--- src/rtl/tdm_pkg.sv ---
package tdm_pkg;
  localparam int BYTE_W = 8;
  typedef logic [BYTE_W-1:0] byte_t;
  typedef logic [2:0]        bitidx_t;
endpackage

--- src/rtl/tdm_clkgen.sv ---
module tdm_clkgen #(
  parameter int CH        = 32,
  parameter int BCLK_HALF = 4
) (
  input  logic clk,
  input  logic rst_n,
  input  logic en,
  output logic bclk_o,
  output logic fp_n_o
);
  localparam int PERIODS = CH * tdm_pkg::BYTE_W * 2;
  localparam int PW      = $clog2(PERIODS);
  localparam int DW      = (BCLK_HALF > 1) ? $clog2(BCLK_HALF) : 1;

  logic [DW-1:0] div_q;
  logic [PW-1:0] per_q;
  logic [PW-1:0] per_nx;

  always_comb per_nx = (per_q == PW'(PERIODS - 1)) ? '0 : per_q + 1'b1;

  always_ff @(posedge clk or negedge rst_n) begin
    if (!rst_n) begin
      div_q <= '0; per_q <= '0; bclk_o <= 1'b1; fp_n_o <= 1'b1;
    end else if (!en) begin
      div_q <= '0; per_q <= '0; bclk_o <= 1'b1; fp_n_o <= 1'b1;
    end else if (div_q == DW'(BCLK_HALF - 1)) begin
      div_q  <= '0;
      bclk_o <= ~bclk_o;
      if (bclk_o) begin
        per_q  <= per_nx;
        fp_n_o <= (per_nx != PW'(PERIODS - 1));
      end
    end else begin
      div_q <= div_q + 1'b1;
    end
  end

  // the generated frame pulse only moves together with a bit-clock fall
  p_fp_on_fall_r11: assert property (@(posedge clk) disable iff (!rst_n)
    (en && $past(en) && !$stable(fp_n_o)) |-> $fell(bclk_o));
endmodule

--- src/rtl/tdm_timing.sv ---
module tdm_timing #(
  parameter int CH   = 32,
  parameter int SYNC = 2,
  localparam int CW  = $clog2(CH)
) (
  input  logic            clk,
  input  logic            rst_n,
  input  logic            bclk_src,
  input  logic            fp_src,
  input  logic            rxd_src,
  input  logic            slip_clr,
  output logic            launch,
  output logic            sample,
  output logic            marker,
  output logic            sbit,
  output tdm_pkg::bitidx_t bitn,
  output logic [CW-1:0]   chan,
  output logic            locked,
  output logic            slip
);
  logic [SYNC-1:0][2:0] sq;
  logic bclk_s, fp_s, rxd_s, bclk_d, fp_d;
  logic rise, fall, half, pend, frame_end, slip_evt;

  always_ff @(posedge clk or negedge rst_n) begin
    if (!rst_n) sq <= '1;
    else        sq <= {sq[SYNC-2:0], {bclk_src, fp_src, rxd_src}};
  end

  assign {bclk_s, fp_s, rxd_s} = sq[SYNC-1];
  assign rise      = bclk_s & ~bclk_d;
  assign fall      = ~bclk_s & bclk_d;
  assign frame_end = half && (bitn == 3'd0) && (chan == CW'(CH - 1));
  assign slip_evt  = rise && !fp_s && fp_d && locked && !frame_end;

  always_ff @(posedge clk or negedge rst_n) begin
    if (!rst_n) begin
      bclk_d <= 1'b1; fp_d <= 1'b1; half <= 1'b0; pend <= 1'b0;
      bitn <= 3'd7; chan <= '0; locked <= 1'b0;
      launch <= 1'b0; sample <= 1'b0; marker <= 1'b0; sbit <= 1'b1;
    end else begin
      bclk_d <= bclk_s;
      launch <= 1'b0; sample <= 1'b0; marker <= 1'b0;
      if (fall) begin
        if (pend) begin
          pend <= 1'b0; locked <= 1'b1; half <= 1'b0;
          bitn <= 3'd7; chan <= '0; launch <= 1'b1;
        end else if (half) begin
          half   <= 1'b0;
          bitn   <= bitn - 3'd1;
          launch <= locked;
          if (bitn == 3'd0) chan <= (chan == CW'(CH - 1)) ? '0 : chan + 1'b1;
        end else begin
          half <= 1'b1;
        end
      end
      if (rise) begin
        fp_d <= fp_s;
        if (half && locked) begin
          sample <= 1'b1;
          sbit   <= rxd_s;
        end
        if (!fp_s && fp_d) begin
          pend   <= 1'b1;
          marker <= 1'b1;
        end
      end
    end
  end

  always_ff @(posedge clk or negedge rst_n) begin
    if (!rst_n)        slip <= 1'b0;
    else if (slip_evt) slip <= 1'b1;
    else if (slip_clr) slip <= 1'b0;
  end

  // the flag holds until cleared
  p_slip_sticky_r10: assert property (@(posedge clk) disable iff (!rst_n)
    (slip && !slip_clr) |=> slip);
  // launches and samples come from distinct bit-clock edges
  p_edges_apart_r3: assert property (@(posedge clk) disable iff (!rst_n)
    !(launch && sample));
endmodule

--- src/rtl/tdm_rx.sv ---
module tdm_rx #(
  parameter int CH  = 32,
  localparam int CW = $clog2(CH)
) (
  input  logic             clk,
  input  logic             rst_n,
  input  logic             sample,
  input  logic             sbit,
  input  logic             locked,
  input  tdm_pkg::bitidx_t bitn,
  input  logic [CW-1:0]    chan,
  input  logic [CW-1:0]    rd_chan,
  output tdm_pkg::byte_t   rd_data,
  output logic             rx_valid,
  output logic [CW-1:0]    rx_chan,
  output tdm_pkg::byte_t   rx_data
);
  tdm_pkg::byte_t sr, rbuf [CH], full;

  assign full    = {sr[6:0], sbit};
  assign rd_data = rbuf[rd_chan];

  always_ff @(posedge clk or negedge rst_n) begin
    if (!rst_n) begin
      sr <= '0; rx_valid <= 1'b0; rx_chan <= '0; rx_data <= '0;
      for (int i = 0; i < CH; i++) rbuf[i] <= '0;
    end else begin
      rx_valid <= 1'b0;
      if (sample) begin
        sr <= full;
        if (bitn == 3'd0) begin
          rbuf[chan] <= full;
          rx_valid   <= 1'b1;
          rx_chan    <= chan;
          rx_data    <= full;
        end
      end
    end
  end

  p_rx_locked_r1: assert property (@(posedge clk) disable iff (!rst_n)
    rx_valid |-> locked);
  p_strobe_single_r5: assert property (@(posedge clk) disable iff (!rst_n)
    rx_valid |=> !rx_valid);
endmodule

--- src/rtl/tdm_tx.sv ---
module tdm_tx #(
  parameter int CH  = 32,
  localparam int CW = $clog2(CH)
) (
  input  logic             clk,
  input  logic             rst_n,
  input  logic             launch,
  input  logic             marker,
  input  logic             locked,
  input  tdm_pkg::bitidx_t bitn,
  input  logic [CW-1:0]    chan,
  input  logic             wr_valid,
  input  logic [CW-1:0]    wr_chan,
  input  tdm_pkg::byte_t   wr_data,
  output logic             txd
);
  tdm_pkg::byte_t tbuf [CH], cur, nxt;
  logic [CW-1:0] chan_nx;

  assign chan_nx = (chan == CW'(CH - 1)) ? '0 : chan + 1'b1;

  always_ff @(posedge clk or negedge rst_n) begin
    if (!rst_n) begin
      for (int i = 0; i < CH; i++) tbuf[i] <= '0;
    end else if (wr_valid) begin
      tbuf[wr_chan] <= wr_data;
    end
  end

  always_ff @(posedge clk or negedge rst_n) begin
    if (!rst_n) begin
      cur <= '1; nxt <= '1; txd <= 1'b1;
    end else begin
      if (marker) nxt <= tbuf[0];
      if (launch) begin
        if (bitn == 3'd7) begin
          cur <= nxt;
          txd <= nxt[7];
        end else begin
          txd <= cur[bitn];
        end
        if (bitn == 3'd0) nxt <= tbuf[chan_nx];
      end
    end
  end

  p_txd_idle_r1: assert property (@(posedge clk) disable iff (!rst_n)
    !locked |-> txd);
  p_txd_on_launch_r3: assert property (@(posedge clk) disable iff (!rst_n)
    !$stable(txd) |-> $past(launch));
endmodule

--- src/rtl/tdm_stream_port.sv ---
module tdm_stream_port #(
  parameter int CH        = 32,
  parameter int BCLK_HALF = 4,
  parameter int SYNC      = 2,
  localparam int CW       = $clog2(CH)
) (
  input  logic          clk,
  input  logic          rst_n,
  input  logic          master,
  input  logic          bclk_i,
  output logic          bclk_o,
  output logic          bclk_oe,
  input  logic          fp_n_i,
  output logic          fp_n_o,
  output logic          fp_oe,
  input  logic          rxd,
  output logic          txd,
  input  logic          tx_wr_valid,
  input  logic [CW-1:0] tx_wr_chan,
  input  logic [7:0]    tx_wr_data,
  output logic          rx_valid,
  output logic [CW-1:0] rx_chan,
  output logic [7:0]    rx_data,
  input  logic [CW-1:0] rd_chan,
  output logic [7:0]    rd_data,
  output logic          slip,
  input  logic          slip_clr
);
  logic launch, sample, marker, sbit, locked;
  tdm_pkg::bitidx_t bitn;
  logic [CW-1:0] chan;

  assign bclk_oe = master;
  assign fp_oe   = master;

  tdm_clkgen #(.CH(CH), .BCLK_HALF(BCLK_HALF)) u_gen (
    .clk(clk), .rst_n(rst_n), .en(master), .bclk_o(bclk_o), .fp_n_o(fp_n_o));

  tdm_timing #(.CH(CH), .SYNC(SYNC)) u_tim (
    .clk(clk), .rst_n(rst_n),
    .bclk_src(master ? bclk_o : bclk_i),
    .fp_src(master ? fp_n_o : fp_n_i),
    .rxd_src(rxd), .slip_clr(slip_clr),
    .launch(launch), .sample(sample), .marker(marker), .sbit(sbit),
    .bitn(bitn), .chan(chan), .locked(locked), .slip(slip));

  tdm_rx #(.CH(CH)) u_rx (
    .clk(clk), .rst_n(rst_n), .sample(sample), .sbit(sbit), .locked(locked),
    .bitn(bitn), .chan(chan), .rd_chan(rd_chan), .rd_data(rd_data),
    .rx_valid(rx_valid), .rx_chan(rx_chan), .rx_data(rx_data));

  tdm_tx #(.CH(CH)) u_tx (
    .clk(clk), .rst_n(rst_n), .launch(launch), .marker(marker), .locked(locked),
    .bitn(bitn), .chan(chan), .wr_valid(tx_wr_valid), .wr_chan(tx_wr_chan),
    .wr_data(tx_wr_data), .txd(txd));
endmodule

--- config.mk ---
export PLATFORM = sky130hd
export DESIGN_NAME = tdm_stream_port
export DESIGN_NICKNAME = d
export VERILOG_FILES = /design/src/rtl/tdm_pkg.sv /design/src/rtl/tdm_clkgen.sv /design/src/rtl/tdm_timing.sv /design/src/rtl/tdm_rx.sv /design/src/rtl/tdm_tx.sv /design/src/rtl/tdm_stream_port.sv
export SDC_FILE = /design/constraint.sdc
export NUM_CORES = 1
export LEC_CHECK = 0
export BUFFER_PORTS_ARGS = -buffer_cell sky130_fd_sc_hd__buf_2
export CAP_MARGIN = 15
export CORE_MARGIN = 1.5
export CORE_UTILIZATION = 60
export DETAILED_ROUTE_END_ITERATION = 10
export PLACE_DENSITY = 0.8
export SYNTH_ARGS = -nofsm -noshare
export SYNTH_HDL_FRONTEND = slang
export SYNTH_SLANG_ARGS = --single-unit
--- constraint.sdc ---
create_clock -name clk -period 6.75 [get_ports clk]
set_clock_uncertainty 0.2 [all_clocks]
set_input_delay 0.675 -clock clk [delete_from_list [all_inputs] [get_ports clk]]
set_output_delay 0.675 -clock clk [all_outputs]
set_load 0.02 [all_outputs]
## Yosys cells after proc, flatten, opt, wreduce, memory -nomap -nowiden

Cells that the tools add are included.

| storage, ports and cells | value |
|---|---|
| register bits after elaboration | 587 |
| logic and storage cells | 192 |
| bits of input ports | 26 |

| cells by class | value |
|---|---|
| bitwise gates (word level) | 9 |
| reductions and logical operators | 23 |
| add/subtract/negate cells | 4 |
| muxes and demuxes | 53 |
| $lt $le $gt $ge | 7 |
| equality and inequality tests | 7 |

Operators with widths:

| kind | number |
|---|---|
| bitwise mux 256 bit | 2 |
| binary-select mux 8 bit (select 5 bit) | 2 |
| demux 8 bit (select 5 bit) | 2 |
| two-way mux 8 bit | 9 |
| two-way mux 9 bit | 4 |
| two-way mux 1 bit | 25 |
| >= comparator 6 bit (second input constant) | 4 |
| inverter 5 -> 6 bit | 4 |
| two-way mux 5 bit | 4 |
| < comparator 6 x 1 -> 1 bit (second input constant) | 2 |
| AND reduction 2 bit | 6 |
| logical AND 1 bit | 10 |
| adder 9 x 1 -> 9 bit (second input constant) | 1 |
| == test 9 bit (second input constant) | 1 |
| inequality test 9 bit (second input constant) | 1 |
| two-way mux 3 bit | 2 |
| nonzero test 2 bit | 3 |
| adder 5 x 1 -> 5 bit (second input constant) | 1 |
| == test 5 bit (second input constant) | 1 |
| < comparator 3 x 4 -> 1 bit (second input constant) | 1 |
| two-way mux 2 bit | 2 |
| inequality test 2 x 1 -> 1 bit (second input constant) | 2 |
| binary-select mux 1 bit (select 3 bit) | 1 |
| == test 3 bit (second input constant) | 1 |
| 8 further kinds | 12 |

## Logic depth before layout (Yosys ltp)

Gate-level depths: netlist of run 1.

| logic depth | value |
|---|---|
| depth after elaboration | 8 |
| mapped depth | 12 |
| mapped depth without buffers | 10 |

## Modules after synthesis

Synthesis of run 1 repeated with hierarchy kept, for this count alone.

| second synthesis, totals | value |
|---|---|
| cell total of the unflattened synthesis | 1822 |
| area total of the unflattened synthesis | 27385.0 um2 |

By module, submodules not included:

| module | times used | area each (um2) | cells each | sequential area each (um2) |
|---|---|---|---|---|
| tdm_rx | 1 | 12786.0 | 776 | 6931.6 |
| tdm_tx | 1 | 12722.2 | 873 | 6826.5 |
| tdm_timing | 1 | 1058.5 | 89 | 615.6 |
| tdm_clkgen | 1 | 780.7 | 80 | 327.8 |
| tdm_stream_port | 1 | 37.5 | 4 | 0.0 |

## Worst setup path after synthesis of run 1

Ideal clock, no wire load.

| timing path | value |
|---|---|
| kind | input -> output |
| from | in rd_chan[1] |
| to | out rd_data[0] |
| data required time | 5.875 ns |
| buffers on the path | 2 |
| arrival | 2.427 ns |
| stages on the path | 5 |
| path slack | 3.448 ns |
| cell sequence | clkbuf_1 -> clkbuf_1 -> mux4_2 -> mux4_2 -> mux2_2 |

| between the ends | value |
|---|---|
| longest elaborated chain between the ends | 4 |

RTL lines:

| what | line | text |
|---|---|---|
| start: declaration | tdm_stream_port.sv:24 | `input logic [CW-1:0] rd_chan,` |
| inverter 5 -> 6 bit (implied by the code) | tdm_rx.sv:21 | `assign rd_data = rbuf[rd_chan];` |
| binary-select mux 8 bit (select 5 bit) | tdm_rx.sv:21 |  |
| two-way mux 8 bit (implied by the code) (2 in series) | tdm_rx.sv:21 |  |
| end: declaration | tdm_stream_port.sv:25 | `output logic [7:0] rd_data,` |

No other way between the ends. The select of a mux whose other input is x is not followed.

## Worst setup path after layout of run 1

| timing path | value |
|---|---|
| from | reg u_tim.chan[0] |
| to | reg u_tx.nxt[2] (netlist name) |

| between the ends | value |
|---|---|
| longest elaborated chain between the ends | 8 |
| elaborated cells between the ends (all ways) | 9 |
| classes of those cells | add/sub (1); eq/ne (1); mux (6); bitwise (1) |

RTL lines:

| what | line | text |
|---|---|---|
| start: declaration | tdm_timing.sv:17 | `output logic [CW-1:0] chan,` |
| start signal: assignment | tdm_timing.sv:52 | `if (bitn == 3'd0) chan <= (chan == CW'(CH - 1)) ? '0 : chan + 1'b1;` |
| adder 5 x 1 -> 5 bit / == test 5 bit (equally long branches) | tdm_tx.sv:20 | `assign chan_nx = (chan == CW'(CH - 1)) ? '0 : chan + 1'b1;` |
| two-way mux 5 bit (*) | tdm_tx.sv:20 |  |
| inverter 5 -> 6 bit (implied by the code) (*) | tdm_tx.sv:42 | `if (bitn == 3'd0) nxt <= tbuf[chan_nx];` |
| binary-select mux 8 bit (select 5 bit) (*) | tdm_tx.sv:42 |  |
| two-way mux 8 bit (implied by the code) (*) (2 in series) | tdm_tx.sv:42 |  |
| two-way mux 8 bit (*) | tdm_tx.sv:42 |  |
| two-way mux 8 bit (*) | tdm_tx.sv:35 | `if (launch) begin` |
| end signal: assignment | tdm_tx.sv:34 | `if (marker) nxt <= tbuf[0];` |
| end signal: assignment | tdm_tx.sv:42 |  |
| end: declaration | tdm_tx.sv:17 | `tdm_pkg::byte_t tbuf [CH], cur, nxt;` |

Mark *: on every way between the ends. The rest lies on a longest branch, timed or not. The select of a mux whose other input is x is not followed.
A chain may end at the register's enable or synchronous reset.

==> results of run 1 <==
-- power by group through the flow --
stage	combinational (mW)	clock [mW]	sequential, mW
floorplan	0.923	0	4.14
global placement	1.20	0	4.29
detailed placement	1.23	0	4.31
CTS	1.24	3.49	4.26
global route	1.33	3.63	4.31
finish	1.23	3.45	4.27
-- how the worst min path moves through the flow --
stage	from	end	depth (start not counted)
finish	slip_clr	u_tim.slip	2
global route	slip_clr	u_tim.slip	2
CTS	slip_clr	u_tim.slip	2
detailed placement	u_tim.sq[2]	u_tim.bclk_s	0
global placement	u_tim.sq[1]	u_tim.fp_s	0
floorplan	u_tim.sq[2]	u_tim.bclk_s	0
-- worst max-delay path: stages, from the launching register on --
cell                       delay (ps)
sky130_fd_sc_hd__dfrtp_1          320
sky130_fd_sc_hd__buf_4            400
sky130_fd_sc_hd__ha_1             460
sky130_fd_sc_hd__and3_1           220
sky130_fd_sc_hd__ha_1             640
sky130_fd_sc_hd__clkinv_1         750
sky130_fd_sc_hd__nand2_1          960
sky130_fd_sc_hd__nor3_1           100
sky130_fd_sc_hd__o41ai_1          350
sky130_fd_sc_hd__a22oi_1          130
sky130_fd_sc_hd__a311oi_1         240
-- cell usage in the layout, fill, tap and decap left out, drive strengths merged, types with 2 or more instances in the layout --
cell type	n
a211oi	16
a21oi	34
a22o	5
a22oi	9
a311oi	7
a31oi	5
and2	5
and3	34
buf	65
bufinv	8
clkbuf	86
clkinv	9
clkinvlp	2
dfrtp	556
dfstp	31
dlygate4sd3	2
ha	12
inv	12
mux2	542
mux2i	24
mux4	98
nand2	224
nand2b	6
nand3	29
nand3b	9
nand4	9
nor2	61
nor2b	5
nor3	27
nor3b	9
nor4	9
o211a	8
o21ai	33
o22ai	7
o41ai	8
or2	3
xor2	3
-- area by class of cell --
cell class                      instances  area, um^2
Tap cell                              592         741
Timing Repair Buffer                   67         413
Clock inverter                         21         333
Clock buffer                           86        1720
Fill cell                            3071       14600
Sequential cell                       587       14700
Inverter                               10        37.5
Multi-Input combinational cell       1252       11700
-- cell families (layout without fill, tap and decap cells) --
group	after synthesis	after routing	synth area share [%]
XOR/XNOR	4	4	0.199
AO/OA/AOI/OAI	138	138	3.33
AND/OR/NAND/NOR	434	434	7.54
adder cells (fa/ha/maj)	12	12	0.555
buffers and inverters	145	184	2.34
multiplexers	664	664	31.6
flip-flops	587	587	54.4
-- routing by layer --
metal  global-route usage [%]  routed length (um)  share of wire, %
met1                     37.2               26000                40
met2                     47.8               32500                50
met4                     14.1                3380               5.2
met3                     4.25                2880               4.4
met5                        0                   0                 0
-- metrics by stage --
step           util, %  power (mW)  instance area, um^2
2_1_floorplan        -        5.06                27100
3_3_place_gp      62.3        5.48                27600
3_5_place_dp      62.3        5.54                27600
4_1_cts           67.0        8.99                29700
5_1_grt           67.0        9.27                29700
6_report          67.0        8.95                29700
-- sequential cells by signal, indices dropped and copies added, names as in the netlist, 2 cells and up --
| name | flops |
|---|---|
| u_rx.rbuf | 256 |
| u_rx.rx_chan | 5 |
| u_tx.cur | 8 |
| u_rx.sr | 7 |
| u_tx.nxt | 8 |
| u_tx.tbuf | 256 |
| u_gen.div_q | 2 |
| u_tim.sq | 3 |
| u_rx.rx_data | 8 |
| u_tim.chan | 5 |
| u_gen.per_q | 9 |
| u_tim.bitn | 3 |
==> flow_summary.rst, run 1 <==
.. list-table::
   :header-rows: 1

   * - Metric
     - Value
   * - Outcome
     - finished clean
   * - Layout area overhead
     - 9.76%
   * - Number of I/O port buffers
     - 53
   * - Share of Yosys cell area claimed by the top area cell type
     - 51.4%
   * - Total net switching power
     - 2.40 mW
   * - Part of the total power dissipated in combinational logic
     - 13.8%
   * - Critical path class
     - flop to flop
   * - Number of non-filler instances in the completed layout
     - 2,615
   * - Post-Route WL
     - 64,800 um
   * - Final Setup Violations
     - 0
   * - Transition time of the tightest slew-check pin
     - 1160 ps
   * - Worst setup path startpoint
     - u_tim.chan[0]
   * - Sequential element share of the synthesized area
     - 54.4%
   * - Combined area of all synthesized cells
     - about 27,000 um^2
   * - Critical Path RT
     - 7070 ps
   * - Max Root-Sink Buffers
     - 3
   * - Resized cells post-CTS
     - 0
   * - Max-cap viol count
     - 0
   * - Chip height
     - 215 um
   * - DRT Pass-1 Iters
     - 6
   * - Worst reg2reg endpoint
     - u_tx.nxt[2]
   * - Register-to-register path setup slack
     - 1850 ps
   * - First-pass GRT wire length
     - 103,000 um
   * - Most instantiated flip-flop cell in the synthesis netlist
     - sky130_fd_sc_hd__dfrtp_1
   * - Most numerous cell in the Yosys netlist
     - sky130_fd_sc_hd__dfrtp_1
   * - Cells after Synth
     - 1,984
   * - Clock Sink Count
     - 587
   * - Clock input transition at the sequential cells of the worst setup and hold paths
     - 70 ps
   * - Top post-synthesis cells by area
     - sky130_fd_sc_hd__dfrtp_1 51%, sky130_fd_sc_hd__mux2_2 23%, sky130_fd_sc_hd__mux4_2 8.2%, sky130_fd_sc_hd__nand2_1 3.1%, sky130_fd_sc_hd__dfstp_2 3.0%
   * - Core Box Area
     - 44,300 um^2
   * - Antenna violations before repair
     - 0
   * - Share of the clock period used by the worst path after layout
     - 72.5%
   * - Post-synth cell types
     - 52
   * - Maximum number of pins on one net before global-route repair
     - 190
   * - Number of diodes added for antenna fixing
     - 0
   * - Post-route minimum period
     - a little under 5000 ps
   * - Synthesized area per cell
     - 13.6 um^2
   * - Vias in the first global route
     - about 18,000
   * - Number of nets in the final layout
     - 2,014
   * - Depth of the worst register-to-register path
     - 10
   * - Relative contribution of sequential cells to total power
     - a little under half
   * - Path class of the lowest-slack min-delay path
     - input pin to flop
   * - Routability Congestion
     - roughly 0.9
   * - Capture point of the critical path
     - u_tx.nxt[2]
   * - Root buffer selected by CTS
     - sky130_fd_sc_hd__clkbuf_16
   * - Reported leakage power
     - 13.8 nW
   * - Final HPWL from detailed placement
     - around 40,000 um
   * - IO Pins
     - 54
   * - Internal power
     - 6.55 mW
   * - Synthesized flop and latch total
     - 587
   * - DR iter-0 viols
     - 1,532
   * - Worst-case setup slack after placement
     - 2000 ps
   * - Worst-path maximum fanout
     - 30
   * - Final number of max-transition violations
     - 0
   * - Dpl cells
     - 2,506
   * - Capturing element type of the critical path
     - flop
   * - Proportion of layout cells with a drive suffix above 1
     - between 40 and 50%
   * - Warning count from the yosys run
     - 0
   * - Setup repair after global routing missed its margin
     - no
   * - Post-synth EDFFs
     - 0
   * - Sum of negative setup slack
     - 0 ps
   * - Worst skew pair latency
     - 630 ps
   * - Count of unresolved DRC violations after routing
     - 0
   * - Overflow left after global routing
     - 0
   * - Post-Syn Nets
     - roughly 2,000
   * - Die area
     - 46,400 um^2
   * - Initial core utilization
     - 61.0%
   * - Hold WS
     - 24.5 ps
   * - Worst path setup slack after routing
     - ~1900 ps
   * - Rel. slew slack
     - a little under a quarter
   * - Post-detailed-route via-to-cell ratio
     - 6.39
   * - CTS H-Tree Depth
     - 2
   * - CTS tree
     - yes
   * - Number of hold violations in the final report
     - 0
   * - Post-CTS setup repair buffer count
     - 0
   * - Worst vdd rail ir drop
     - 0.000244 V
   * - Arrival time at the worst endpoint
     - 5220 ps
   * - Peak Freq
     - 204 MHz
   * - Critical R2R Launch
     - u_tim.chan[0]
   * - Routed Antenna Nets
     - 0
   * - Share of total power consumed by net switching
     - a little over a quarter
   * - Clock share of power
     - 38.5%
   * - Yosys top cell by area
     - sky130_fd_sc_hd__dfrtp_1
   * - Site row count
     - 77
   * - Total via count in the routed design
     - 16,700
   * - Startpoint Class
     - flop
   * - Synth cell count leaders
     - 556 x sky130_fd_sc_hd__dfrtp_1, 542 x sky130_fd_sc_hd__mux2_2, 224 x sky130_fd_sc_hd__nand2_1, 98 x sky130_fd_sc_hd__mux4_2, 84 x sky130_fd_sc_hd__clkbuf_1
   * - Ys async rst share
     - 100%
   * - Count of hold-fix buffers inserted at cts
     - 2
   * - Wire length per cell
     - 24.8 um
   * - Total GRT Usage
     - 28.7%
   * - Pwr dens
     - 301 nW/um^2
   * - Inserted Clock Buffers
     - 58
   * - Die X
     - around 220 um
No activity file was read; power rests on OpenSTA's default activity.
==> inputs of run 2 (changes only) <==
- ABC_AREA: unset -> 1
- CORE_UTILIZATION: 60 -> 57
- PLACE_DENSITY: 0.8 -> 0.79
- clock period: 6.75 -> 4.1 ns (I/O delays scaled with it)
==> flow_summary.rst, run 2 <==
.. list-table::
   :header-rows: 1

   * - Metric
     - Value
   * - Critical Path RT
     - 4460 ps (-2610 ps)
   * - Synthesized area per cell
     - 8.03 um^2 (-41%)
   * - Worst setup path startpoint
     - u_tim.chan[0]
   * - CTS H-Tree Depth
     - 2 (unchanged)
   * - Worst-path maximum fanout
     - 49 (+63%)
   * - Path class of the lowest-slack min-delay path
     - input pin to flop
   * - Worst path setup slack after routing
     - 862 ps (-992 ps)
   * - Layout area overhead
     - 9.92%
   * - Total GRT Usage
     - 29.6% (+0.87 points)
   * - Count of unresolved DRC violations after routing
     - 0 (unchanged)
   * - Clock share of power
     - 33.5% (-5.0 points)
   * - Final Setup Violations
     - 0 (unchanged)
   * - Cells after Synth
     - 3,439 (+73%)
   * - Die X
     - 223 um (+3.6%)
   * - Total net switching power
     - 5.62 mW (+130%)
   * - Sequential element share of the synthesized area
     - 53.3% (-1.1 points)
   * - Maximum number of pins on one net before global-route repair
     - 129 (-32%)
   * - Outcome
     - finished clean
   * - Number of diodes added for antenna fixing
     - 0 (unchanged)
   * - Synthesized flop and latch total
     - 587 (unchanged)
   * - Worst min-delay path startpoint
     - tx_wr_chan[3]
   * - Internal power
     - 11.0 mW (+68%)
   * - Routability Congestion
     - 0.898 (-0.83%)
   * - Die area
     - 49,800 um^2 (+7.4%)
   * - Worst-case setup slack after placement
     - 944 ps (-1060 ps)
   * - Sequential cell area
     - 14,700 um^2 (unchanged)
   * - Post-Route WL
     - 73,100 um (+13%)
   * - Core Box Area
     - 47,700 um^2 (+7.7%)
   * - CTS tree
     - yes
   * - Final number of max-transition violations
     - 0 (unchanged)
   * - Most instantiated flip-flop cell in the synthesis netlist
     - sky130_fd_sc_hd__dfrtp_1
   * - Most numerous cell in the Yosys netlist
     - sky130_fd_sc_hd__nand2_1
   * - Post-CTS setup repair buffer count
     - 0 (unchanged)
   * - Max Root-Sink Buffers
     - 3 (unchanged)
   * - Post-route minimum period
     - 3240 ps (-1660 ps)
   * - Site row count
     - 80 (+3.9%)
   * - Worst vdd rail ir drop
     - 0.000425 V (+74%)
   * - Critical path class
     - flop to flop
   * - Antenna violations before repair
     - 0 (unchanged)
   * - Share of total power consumed by net switching
     - 33.8% (+6.9 points)
   * - Setup repair after global routing missed its margin
     - no
   * - Post-synth cell types
     - 32 (-38%)
   * - Chip height
     - 223 um (+3.6%)
   * - Number of nets in the final layout
     - 3,421 (+70%)
   * - Overflow left after global routing
     - 0 (unchanged)
   * - Root buffer selected by CTS
     - sky130_fd_sc_hd__clkbuf_16
   * - Cell area reported after detailed placement
     - 28,200 um^2 (+1.9%)
   * - Proportion of layout cells with a drive suffix above 1
     - 8.13% (-34 points)
   * - Post-synth EDFFs
     - 0 (unchanged)
   * - Yosys top cell by area
     - sky130_fd_sc_hd__dfrtp_1
   * - Fillers
     - 3,978 (+30%)
   * - Clock Sink Count
     - 587 (unchanged)
   * - Synth cell count leaders
     - 816 x sky130_fd_sc_hd__nand2_1, 556 x sky130_fd_sc_hd__dfrtp_1, 481 x sky130_fd_sc_hd__o21ai_0, 356 x sky130_fd_sc_hd__inv_1, 271 x sky130_fd_sc_hd__nand3_1
   * - Largest registers
     - u_rx.rbuf (256), u_tx.tbuf (256), u_gen.per_q (9)
   * - Ys async rst share
     - 100% (unchanged)
   * - Capturing element type of the critical path
     - flop
   * - Peak Freq
     - 309 MHz (+51%)
   * - Transition time of the tightest slew-check pin
     - 1150 ps (-8.66 ps)
   * - Number of hold violations in the final report
     - 0 (unchanged)
   * - Share of Yosys cell area claimed by the top area cell type
     - 50.4% (-1.1 points)
   * - First-pass GRT wire length
     - 118,000 um (+14%)
   * - IO Pins
     - 54 (unchanged)
   * - Rel. slew slack
     - 22.7% (+0.10 points)
   * - Worst skew pair latency
     - 630 ps (about the same)
   * - Critical R2R Launch
     - u_tim.chan[0]
   * - Arrival time at the worst endpoint
     - 3600 ps (-1620 ps)
   * - Top library cells by usage in the layout, fill and taps aside
     - 815 x sky130_fd_sc_hd__nand2_1, 556 x sky130_fd_sc_hd__dfrtp_1, 481 x sky130_fd_sc_hd__o21ai_0, 354 x sky130_fd_sc_hd__inv_1, 271 x sky130_fd_sc_hd__nand3_1
   * - Top post-synthesis cells by area
     - sky130_fd_sc_hd__dfrtp_1 50%, sky130_fd_sc_hd__nand2_1 11%, sky130_fd_sc_hd__o21ai_0 8.7%, sky130_fd_sc_hd__nand3_1 4.9%, sky130_fd_sc_hd__inv_1 4.8%
   * - Startpoint Class
     - flop
   * - Relative contribution of sequential cells to total power
     - 42.5% (-5.2 points)
   * - Max-cap viol count
     - 0 (unchanged)
   * - Total via count in the routed design
     - 23,200 (+39%)
   * - Post-detailed-route via-to-cell ratio
     - 5.73 (-10%)
   * - Sum of negative setup slack
     - 0 ps (unchanged)
   * - DRT Pass-1 Iters
     - 6 (unchanged)
   * - Combined area of all synthesized cells
     - 27,600 um^2 (+2.1%)
   * - Clock input transition at the sequential cells of the worst setup and hold paths
     - 60 ps (about the same)
   * - Footprint of the multi-input gates
     - 10,500 um^2 (-10%)
   * - Share of the core filled with cells in the final layout
     - 63.6% (-3.4 points)
   * - Final Instance Area
     - 30,400 um^2 (+2.3%)
   * - Vias in the first global route
     - 22,000 (+23%)
   * - Final HPWL from detailed placement
     - 45,100 um (+10%)
   * - Routed Antenna Nets
     - 0 (unchanged)
   * - Inserted Clock Buffers
     - 59 (+1.7%)
   * - Final Power
     - 16.6 mW (+86%)
   * - Initial core utilization
     - 57.9% (-3.2 points)
   * - Wire length per cell
     - 18.1 um (-27%)
   * - Reported leakage power
     - 14.4 nW (+4.6%)
   * - Number of I/O port buffers
     - 53 (unchanged)
   * - Resized cells post-CTS
     - 0 (unchanged)
   * - Post-Syn Nets
     - 3,477 (+72%)
   * - DR iter-0 viols
     - 2,581 (+68%)
   * - Warning count from the yosys run
     - 0 (unchanged)
   * - Most common cell after layout, fill and taps aside
     - sky130_fd_sc_hd__nand2_1
   * - Share of the clock period used by the worst path after layout
     - 79.0% (+6.4 points)
   * - Part of the total power dissipated in combinational logic
     - 23.9% (+10 points)
   * - Pwr dens
     - 548 nW/um^2 (+82%)
-- run 2: critical path, stage by stage, from the launching register on --
cell and delay (ps):
sky130_fd_sc_hd__dfrtp_1 460, sky130_fd_sc_hd__ha_1 300, sky130_fd_sc_hd__nand2_1 100, sky130_fd_sc_hd__nor2_1 110
sky130_fd_sc_hd__ha_1 210, sky130_fd_sc_hd__inv_1 140, sky130_fd_sc_hd__nand2_4 470, sky130_fd_sc_hd__buf_4 310
sky130_fd_sc_hd__nand2_1 70, sky130_fd_sc_hd__nand3_1 90, sky130_fd_sc_hd__nand3_1 120, sky130_fd_sc_hd__nand3_1 210
sky130_fd_sc_hd__nand2_1 80, sky130_fd_sc_hd__nand2_1 60, sky130_fd_sc_hd__nand3_1 80, sky130_fd_sc_hd__nand2_1 90
sky130_fd_sc_hd__inv_1 40
-- run 2: per-stage QoR --
step | std cells | hold slack [ps]
after floorplan | 3439 | -85.6
after global placement | 3919 | 147
after detailed placement | 3919 | 147
after CTS | 4044 | 89.7
after global routing | 4046 | 137
final | 4046 | 116
-- run 2: final cells by class --
type                            instances  area share, %
Tap cell                              615           2.53
Multi-Input combinational cell       2250           34.6
Sequential cell                       587           48.5
Inverter                              382           4.75
Timing Repair Buffer                  103           2.98
Clock inverter                         19          0.886
Clock buffer                           90           5.71
-- run 2: path summary, 6_finish.rpt --
check	to	slack [ps]	cells after the start
max	u_tx.nxt[5]	860	16
max in group asynchronous	u_tx.tbuf[155]	2430	3
min reg2reg	u_tim.fp_s	150	0
min in group asynchronous	u_rx.rbuf[4]	260	2
max reg2reg	u_tx.nxt[5]	860	16
min	u_tx.tbuf[67]	120	4
-- run 2: cell families (layout without fill, tap and decap cells) --
group           after synthesis  count (layout)  share of synthesized area (%)
fa+ha+maj                    12              12                          0.543
compound gates              838             838                           15.9
simple gates               1400            1400                           21.5
flops                       587             587                           53.3
buf+inv                     602             594                           8.67
-- run 2: repair_timing --
action,4_1_cts,5_1_grt
endpoints found under the hold margin,115,0
hold buffers,16,0
endpoints found under the setup margin,0,0
-- run 2: power by group through the flow --
stage	clock (mW)	sequential (mW)	combinational [mW]
6_report	5.58	7.08	3.99
5_1_grt	5.83	7.15	4.44
3_5_place_dp	0	7.15	3.87
4_1_cts	5.63	7.06	3.91
3_3_place_gp	0	7.14	3.80
2_1_floorplan	0	6.95	2.72
-- run 2: layer usage --
layer | track usage [%] | vias to the layer above | share of wire [%]
li1 | - | 11000 | -
met1 | 40.8 | 11000 | 42
met2 | 47.3 | 1010 | 47
met3 | 4.83 | 163 | 7.8
met4 | 11.4 | 0 | 3.3
met5 | 0 | - | 0
==> inputs of run 3 (changes only) <==
- CORE_UTILIZATION: 57 -> 60
- PLACE_DENSITY: 0.79 -> 0.8
- clock period: 4.1 -> 3.2 ns (I/O delays scaled with it)
==> flow_summary.rst, run 3 (synthesis gave the netlist of run 2 again) <==
.. list-table::
   :header-rows: 1

   * - Metric
     - Value
   * - Most used cell along the critical path
     - sky130_fd_sc_hd__nand2_1
   * - Sum of negative setup slack
     - 0 ps (unchanged)
   * - Worst path setup slack after routing
     - 180 ps (-682 ps)
   * - Site row count
     - 78 (-2.5%)
   * - Max Root-Sink Buffers
     - 3 (unchanged)
   * - Critical path class
     - flop to flop
   * - Routed Antenna Nets
     - 0 (unchanged)
   * - Peak Freq
     - 331 MHz (+7.2%)
   * - Arrival time at the worst endpoint
     - 3390 ps (-210 ps)
   * - Post-Route WL
     - 77,700 um (+6.3%)
   * - Hold WS
     - 106 ps (-10.3 ps)
   * - Reported leakage power
     - 14.6 nW (+1.7%)
   * - Rel. slew slack
     - 43.2% (+21 points)
   * - Inserted Clock Buffers
     - 59 (unchanged)
   * - IO Pins
     - 54 (unchanged)
   * - Cells along the critical path
     - ha_2 > nand2_1 > nor2_1 > ha_1 > inv_1 > nand2_1 > nor2_2 > buf_4 > nand3_1 > nand3_1 > nand2_1 > nand2_1 > nand3_1 > nand2_1 > inv_1
   * - Number of diodes added for antenna fixing
     - 0 (unchanged)
   * - Cell with the largest stage delay on the worst path
     - sky130_fd_sc_hd__dfrtp_1
   * - Initial core utilization
     - 60.9% (+3.0 points)
   * - Worst-path maximum fanout
     - 24 (-51%)
   * - Largest registers
     - u_rx.rbuf (256), u_tx.tbuf (256), u_gen.per_q (9)
   * - Cell class contributing the biggest share of worst-path delay
     - simple AND/OR/NAND/NOR gates
   * - Critical Path RT
     - 3570 ps (-890 ps)
   * - Proportion of layout cells with a drive suffix above 1
     - 9.35% (+1.2 points)
   * - Path class of the lowest-slack min-delay path
     - input pin to async pin
   * - Total GRT Usage
     - 33.5% (+3.9 points)
   * - Highest cell delay on the worst timing path
     - 460 ps (about the same)
   * - Root buffer selected by CTS
     - sky130_fd_sc_hd__clkbuf_16
   * - DR iter-0 viols
     - 2,978 (+15%)
   * - Maximum number of pins on one net before global-route repair
     - 85 (-34%)
   * - Share of the clock period used by the worst path after layout
     - 94.4% (+15 points)
   * - Clock Sink Count
     - 587 (unchanged)
   * - Max-cap viol count
     - 0 (unchanged)
   * - Fillers
     - 3,575 (-10%)
   * - Relative contribution of sequential cells to total power
     - 41.7% (-0.8 points)
   * - Chip height
     - 218 um (-2.5%)
   * - Share of total power consumed by net switching
     - 33.6% (-0.20 points)
   * - Worst-case setup slack after placement
     - 157 ps (-788 ps)
   * - Top library cells by usage in the layout, fill and taps aside
     - 815 x sky130_fd_sc_hd__nand2_1, 556 x sky130_fd_sc_hd__dfrtp_1, 481 x sky130_fd_sc_hd__o21ai_0, 354 x sky130_fd_sc_hd__inv_1, 271 x sky130_fd_sc_hd__nand3_1
   * - Setup repair after global routing missed its margin
     - no
   * - Final Power
     - 21.8 mW (+31%)
   * - Number of hold violations in the final report
     - 0 (unchanged)
   * - Number of I/O port buffers
     - 53 (unchanged)
   * - Die area
     - 47,300 um^2 (-4.9%)
   * - Final Setup Violations
     - 0 (unchanged)
   * - Final number of max-transition violations
     - 0 (unchanged)
   * - Routability Congestion
     - 0.940 (+4.7%)
   * - Total via count in the routed design
     - 23,800 (+2.8%)
   * - Final HPWL from detailed placement
     - 49,800 um (+11%)
   * - Post-route minimum period
     - 3020 ps (-218 ps)
   * - Internal power
     - 14.5 mW (+31%)
   * - Register-to-register path setup slack
     - 180 ps (-680 ps)
   * - Core Box Area
     - 45,400 um^2 (-5.0%)
   * - Pwr dens
     - 708 nW/um^2 (+29%)
   * - Clock input transition at the sequential cells of the worst setup and hold paths
     - 60 ps (about the same)
   * - Most common cell after layout, fill and taps aside
     - sky130_fd_sc_hd__nand2_1
   * - Overflow left after global routing
     - 0 (unchanged)
   * - Number of nets in the final layout
     - 3,463 (+1.2%)
   * - Count of unresolved DRC violations after routing
     - 0 (unchanged)
   * - Part of the total power dissipated in combinational logic
     - 24.3% (+0.4 points)
   * - Worst path bufs/invs
     - 3 (unchanged)
   * - Wire length per cell
     - 19.1 um (+5.5%)
   * - Startpoint Class
     - flop
   * - Clock share of power
     - 34.0% (+0.5 points)
   * - Outcome
     - finished clean
   * - DRT Pass-1 Iters
     - 6 (unchanged)
   * - Transition time of the tightest slew-check pin
     - 850 ps (-303 ps)
   * - Antenna violations before repair
     - 0 (unchanged)
   * - Post-detailed-route via-to-cell ratio
     - 5.84 (+2.0%)
   * - Worst vdd rail ir drop
     - 0.000508 V (+20%)
   * - CTS tree
     - yes
   * - Capturing element type of the critical path
     - flop
   * - Worst skew pair latency
     - 630 ps (about the same)
   * - Die X
     - 218 um (-2.5%)
   * - Vias in the first global route
     - 23,100 (+5.2%)
   * - CTS H-Tree Depth
     - 2 (unchanged)
   * - First-pass GRT wire length
     - 125,000 um (+6.2%)
   * - Layout area overhead
     - 11.6%
   * - Total net switching power
     - 7.33 mW (+30%)
==> run 3: cell types whose count changed in the layout (fill, tap and decap cells not counted), sizes merged <==
cell         delta
dlygate4sd3     +8
bufinv          +1
clkbuf          -2
clkinvlp        +2
buf            +34
inv             -1
clkinv          +3
==> run 3: layer usage <==
metal | vias up | GRT usage (%) | share of wire [%]
met2 | 1147 | 53.7 | 47
met1 | 11300 | 44.2 | 39
met4 | 0 | 17.6 | 5.1
met3 | 275 | 5.22 | 8.7
met5 | - | 0 | 0
li1 | 11100 | - | -
==> run 3: worst paths after layout <==
path                               startpoint           end  cells past startpoint
worst max-delay path            u_tim.chan[0]   u_tx.nxt[7]                     15
worst min-delay path                    rst_n  u_rx.rbuf[6]                      2
worst max register to register  u_tim.chan[0]   u_tx.nxt[7]                     15
worst min register to register    u_tim.sq[2]  u_tim.bclk_s                      0
max in group asynchronous               rst_n  u_gen.fp_n_o                      3
min in group clk                  u_tim.sq[2]  u_tim.bclk_s                      0
==> run 3: what timing repair did <==
action | CTS | global route
buffers inserted | 0 | 2
gates resized for setup | 0 | 2
setup endpoints to repair | 0 | 8
hold endpoints to repair | 96 | 0
hold buffers | 24 | 0
==> run 3: metrics by stage <==
step	area [um^2]	cells	utilization (%)
after global routing	30800	4076	67.9
after global placement	28400	3938	62.7
after detailed placement	28400	3938	62.7
final	30800	4076	67.9
after CTS	30800	4074	67.9
after floorplan	27600	3439	-
==> run 3: worst reg2reg max path, stage by stage (launching register included) <==
cell and delay, ps:
sky130_fd_sc_hd__dfrtp_1 460, sky130_fd_sc_hd__ha_2 260, sky130_fd_sc_hd__nand2_1 100, sky130_fd_sc_hd__nor2_1 60, sky130_fd_sc_hd__ha_1 240, sky130_fd_sc_hd__inv_1 220
sky130_fd_sc_hd__nand2_1 110, sky130_fd_sc_hd__nor2_2 150, sky130_fd_sc_hd__buf_4 350, sky130_fd_sc_hd__nand3_1 290, sky130_fd_sc_hd__nand3_1 190, sky130_fd_sc_hd__nand2_1 90
sky130_fd_sc_hd__nand2_1 60, sky130_fd_sc_hd__nand3_1 60, sky130_fd_sc_hd__nand2_1 90, sky130_fd_sc_hd__inv_1 40
==> run 3: layout make-up <==
| cell class | count | area, um^2 | share of cell area (%) |
|---|---|---|---|
| tap | 600 | 751 | 2.43 |
| sequential | 587 | 14700 | 47.8 |
| clock inverter | 24 | 320 | 1.04 |
| timing repair buffer | 145 | 1260 | 4.10 |
| inverter | 382 | 1440 | 4.67 |
| multi-input combinational | 2250 | 10500 | 34.2 |
| clock buffer | 88 | 1800 | 5.83 |
==> run 3: power groups by stage <==
stage	clock network [mW]	registers [mW]	logic, mW
2_1_floorplan	0	8.91	3.49
3_3_place_gp	0	9.15	5.04
3_5_place_dp	0	9.20	5.14
4_1_cts	7.48	9.08	5.21
5_1_grt	7.80	9.18	5.85
6_report	7.42	9.11	5.29
